<file path="config.mk">
export PLATFORM = sky130hd
export DESIGN_NAME = raster_counter
export DESIGN_NICKNAME = d
export VERILOG_FILES = /design/src/rtl/raster_counter.sv
export SDC_FILE = /design/constraint.sdc
export NUM_CORES = 1
export LEC_CHECK = 0
export ABC_AREA = 1
export BUFFER_PORTS_ARGS = -buffer_cell sky130_fd_sc_hd__buf_2
export CAP_MARGIN = 40
export CORE_MARGIN = 5
export CORE_UTILIZATION = 30
export DETAILED_ROUTE_END_ITERATION = 10
export GPL_TIMING_DRIVEN = 1
export PLACE_DENSITY = 0.56
export RECOVER_POWER = 25
export SYNTH_ARGS = -nofsm -noshare
export SYNTH_HDL_FRONTEND = slang
export SYNTH_SLANG_ARGS = --single-unit
</file>
<file path="constraint.sdc">
create_clock -name clk -period 8.18 [get_ports clk]
set_clock_uncertainty 0.2 [all_clocks]
set_input_delay 1.227 -clock clk [delete_from_list [all_inputs] [get_ports clk]]
set_output_delay 1.227 -clock clk [all_outputs]
set_load 0.02 [all_outputs]
</file>
<file path="src/rtl/raster_counter.sv">
module raster_counter #(
  parameter int H_W = 10,
  parameter int V_W = 9,
  parameter logic [H_W-1:0] H_LAST = 10'h352,
  parameter logic [H_W-1:0] H_BLANK = 10'h280,
  parameter logic [V_W-1:0] V_TOP = 9'h1FF,
  parameter logic [V_W-1:0] V_BLANK = 9'h0F0,
  parameter logic [V_W-1:0] V_JUMP_FROM = 9'h0F5,
  parameter logic [V_W-1:0] V_JUMP_TO = 9'h1EF
) (
  input  logic           clk,
  input  logic           rst,
  input  logic           hires,
  output logic [H_W-1:0] hcount,
  output logic [V_W-1:0] vcount,
  output logic           hblank,
  output logic           vblank,
  output logic           hblank_in,
  output logic           vblank_in,
  output logic           vblank_out
);

  localparam logic [H_W:0] STEP_HI = {{H_W{1'b0}}, 1'b1};
  localparam logic [H_W:0] STEP_LO = {{(H_W-1){1'b0}}, 2'b10};
  localparam logic [H_W:0] LAST_X = {1'b0, H_LAST};

  logic [H_W:0]   h_sum;
  logic           h_wrap;
  logic [H_W-1:0] h_nxt;
  logic [V_W-1:0] v_nxt;
  logic           hbi_nxt, vbi_nxt, vbo_nxt;

  assign h_sum   = {1'b0, hcount} + (hires ? STEP_HI : STEP_LO);
  assign h_wrap  = h_sum > LAST_X;
  assign h_nxt   = h_wrap ? '0 : h_sum[H_W-1:0];

  always_comb begin
    if (!h_wrap)                 v_nxt = vcount;
    else if (vcount == V_TOP)    v_nxt = '0;
    else if (vcount == V_JUMP_FROM) v_nxt = V_JUMP_TO;
    else                         v_nxt = vcount + 1'b1;
  end

  assign hbi_nxt = !h_wrap && (h_nxt >= H_BLANK) && (hcount < H_BLANK);
  assign vbi_nxt = h_wrap && (v_nxt == V_BLANK);
  assign vbo_nxt = h_wrap && (v_nxt == V_TOP);

  always_ff @(posedge clk) begin
    if (rst) begin
      hcount     <= '0;
      vcount     <= V_TOP;
      hblank     <= 1'b0;
      vblank     <= 1'b0;
      hblank_in  <= 1'b0;
      vblank_in  <= 1'b0;
      vblank_out <= 1'b0;
    end else begin
      hcount     <= h_nxt;
      vcount     <= v_nxt;
      hblank     <= !h_wrap && (h_nxt >= H_BLANK);
      hblank_in  <= hbi_nxt;
      vblank_in  <= vbi_nxt;
      vblank_out <= vbo_nxt;
      if (vbi_nxt)      vblank <= 1'b1;
      else if (vbo_nxt) vblank <= 1'b0;
    end
  end

  // away from a wrap the horizontal position only moves forward
  assert_h_forward_R2: assert property (@(posedge clk) disable iff (rst)
    (!$past(rst) && hcount != '0) |-> (hcount > $past(hcount)));

  // the line count holds still except when hcount returns to zero
  assert_v_on_wrap_R3: assert property (@(posedge clk) disable iff (rst)
    (!$past(rst) && hcount != '0) |-> $stable(vcount));

  assert_hbi_single_R7: assert property (@(posedge clk) disable iff (rst)
    hblank_in |=> !hblank_in);

  assert_hbi_flag_R5: assert property (@(posedge clk) disable iff (rst)
    hblank_in |-> (hblank && !$past(hblank)));

  assert_vbi_pos_R8: assert property (@(posedge clk) disable iff (rst)
    vblank_in |-> (vcount == V_BLANK && hcount == '0 && vblank));

  assert_vbo_pos_R9: assert property (@(posedge clk) disable iff (rst)
    vblank_out |-> (vcount == V_TOP && hcount == '0 && !vblank));

  assert_v_gap_R10: assert property (@(posedge clk) disable iff (rst)
    !(vcount > V_JUMP_FROM && vcount < V_JUMP_TO));

  assert_strobes_excl_R6: assert property (@(posedge clk) disable iff (rst)
    $countones({vblank_in, vblank_out}) <= 1);

endmodule

</file>
==> flow_summary_export.csv <==
group,metric,value,unit
critical_path,cp_max_fo,7,
clocking,cts_buffers,3,
floorplanning,coreArea,5070,um2
synthesis,syn_inst,226,
floorplanning,rows,26,
critical_path,critical-path-max-stage-delay,0.48,ns
placement,port_buffers,26,
sta,tns,0,ns
synthesis,ys_types,29,
critical_path,critical_path_class,"in -> reg",
status,status,"complete, no violations",
power,power_density,141,nW/um2
cells_and_area,multiInputGateArea,920,um2
floorplanning,die_h,81.9,um
placement,dpl-instance-area,1760,um2
clocking,clk_latency,0.27,ns
critical_path,critPathSlowestCell,"fa_1",
power,combPwrFrac,10.5,%
power,p_seq_share,48.1,%
sta,worst_pin_slew,0.407,ns
cells_and_area,antenna_cells,0,
power,p_int,0.194,mW
clocking,cts_setup_buffers,0,
power,swShare,24.1,%
global_route,grt_overflow_total,0,
synthesis,synth_nets,235,
power,irDropWorstVdd,0.0000760,V
clocking,cts.repair.resized,0,
synthesis,yosysTopAreaCell,"dfxtp_1",
clocking,holdBufCountCts,0,
sta,timing.final.ws_setup,4.64,ns
detailed_routing,drtPass1Iterations,4,
synthesis,ys_top_cells_by_area,"dfxtp_1 (31%), nand2_1 (13%), nand3_1 (10%)",
placement,post-place-ws,4.33,ns
synthesis,ys_seq_elements,24,
global_route,grt_use_total,11.8,%
cells_and_area,final_cell_area,1810,um2
sta,setup_violations,0,
detailed_routing,viasPerCell,4.42,
hold_path,hold_path_class,"reg -> reg",
sta,relSlewSlack,72.8,%
global_route,grt_start_max_net_pins,15,
power,p_leak,0.987,nW
sta,hold_viol_final,0,
placement,place.gp.congestion,0.863,
hold_path,min_from,"vblank",
clocking,cts_buffer_depth,2,
critical_path,crit_chain,"buf_2 > ha_1 > fa_1 > nand2_4 > nor2_8 > inv_1 > nand2_1 > nor3_1 > nand4_2 > nand2_4 > nand2_1 > nand2_1 > nand2_1 > nor2_2 > nand3_1 > nand2_1 > nand2_1",
synthesis,yosys_warnings,0,
global_route,grt_pass1_wl,6200,um
flow_run,cap_violations,0,
critical_path,worstSetupEndpointType,"flip-flop",
synthesis,seq_area_frac_synth,31.0,%
power,p_switching,0.0614,mW
synthesis,netlist_area,1550,um2
clocking,htreeDepth,1,
clocking,cts.clk_slew.worst_paths,0.09,ns
floorplanning,ioPinCount,27,
power,pwr-share-clk,41.4,%
synthesis,postSynthAreaPerCell,6.86,um2
global_route,grt_antenna_before_repair,0,
detailed_routing,ant_nets,0,
critical_path,r2r_start,"hcount[0]",
detailed_routing,first_iter_violations,81,
cells_and_area,ff_latch_area,480,um2
detailed_routing,via_count,1435,
floorplanning,die_area,6710,um2
cells_and_area,fillerInstances,578,
floorplanning,initial_core_util,30.5,%
sta,final_max_slew_viol_count,0,
clocking,cts.sinks,24,
critical_path,arrival,3.51,ns
sta,max_freq,0.283,GHz
detailed_routing,routed_wirelength,3580,um
global_route,grt_pass1_vias,1365,
sta,fin_crit_sh,43.2,%
detailed_routing,wl_per_cell,11.0,um
critical_path,cp_common_cell,"nand2_1",
cells_and_area,final_common_cell,"nand2_1",
sta,rsz0062_at_grt,"false",
critical_path,crit_path_start_kind,"input port",
synthesis,synth.top_cell.area_share,31.0,%
clocking,root_buffer,"clkbuf_8",
sta,min_period,3.54,ns
detailed_routing,drc_errors,0,
critical_path,crit_required,8.15,ns
floorplanning,die_w,81.9,um
clocking,cts_tree,"yes",
placement,hpwlAfterDp,2870,um
cells_and_area,finalNetCount,265,
cells_and_area,drive_above_1_share,18.4,%
cells_and_area,area_growth,16.9,%
cells_and_area,final_cell_mix,"nand2_1 (55), inv_1 (34), nand3_1 (32)",
critical_path,cp-startpoint,"hires",
## layout make-up
class	instances	share of cell area (%)
tap	70	4.83
clock inverter	1	1.66
sequential	24	26.5
multi-input combinational	164	50.7
timing repair buffer	26	6.35
clock buffer	3	2.28
inverter	37	7.66
## per-layer routing
metal,part of all wire (%),track usage [%],vias up
li1,-,-,766
met1,48,15.5,627
met2,44,18.6,31
met3,4.9,2.52,11
met4,2.5,5.32,0
met5,0,0,-
## path summary, 6_finish.rpt
path	cells after the start	to	slack (ns)
worst min register to register	4	vblank	0.33
worst max-delay path	17	vblank	4.64
worst min-delay path	4	vblank	0.33
worst max register to register	16	vblank	5.40
## flip-flops by register name, summed over array words and instances (netlist names)
name and count:
vblank_out 1, vcount 9, hblank 1, vblank 1, vblank_in 1, hcount 10, hblank_in 1
## stage by stage
step	hold slack (ns)	power (mW)	utilization (%)	instances
after floorplan	0.387	0.146	-	226
after global placement	0.311	0.152	34.6	321
after detailed placement	0.325	0.152	34.6	321
after CTS	0.341	0.258	36.0	325
after global routing	0.395	0.267	35.7	325
final	0.333	0.255	35.7	325
## cells in the mapped netlist, drive strengths merged
library cell and number:
a21oi 5, buf 1, clkinv 2, dfxtp 24, fa 1, ha 5
inv 35, nand2 70, nand3 35, nand4 4, nor2 26, nor3 4
nor3b 1, nor4 2, o21a 1, o21ai 2, o21bai 1, or2 3
xnor2 3, xor2 1
## cell families after synthesis
logic type	count (synthesis)	share of synthesized area (%)
xor gates and xnor gates	4	2.26
adders and majority gates	6	5.33
and+or+nand+nor	145	48.3
buffers and inverters	38	9.68
AOI/OAI and AO/OA	9	3.47
DFF	24	31.0
## power groups by stage
stage	clock network (mW)	registers (mW)	logic, mW
2_1_floorplan	0	0.126	0.0194
3_3_place_gp	0	0.125	0.0267
3_5_place_dp	0	0.125	0.0268
4_1_cts	0.108	0.122	0.0272
5_1_grt	0.114	0.123	0.0298
6_report	0.106	0.123	0.0267
## critical path: cells and delay by family
kind	cells	cell delay [ns]
simple gates	13	1.37
fa+ha+maj	2	0.72
buf+inv	2	0.19
(Power assumes the default switching activity.)
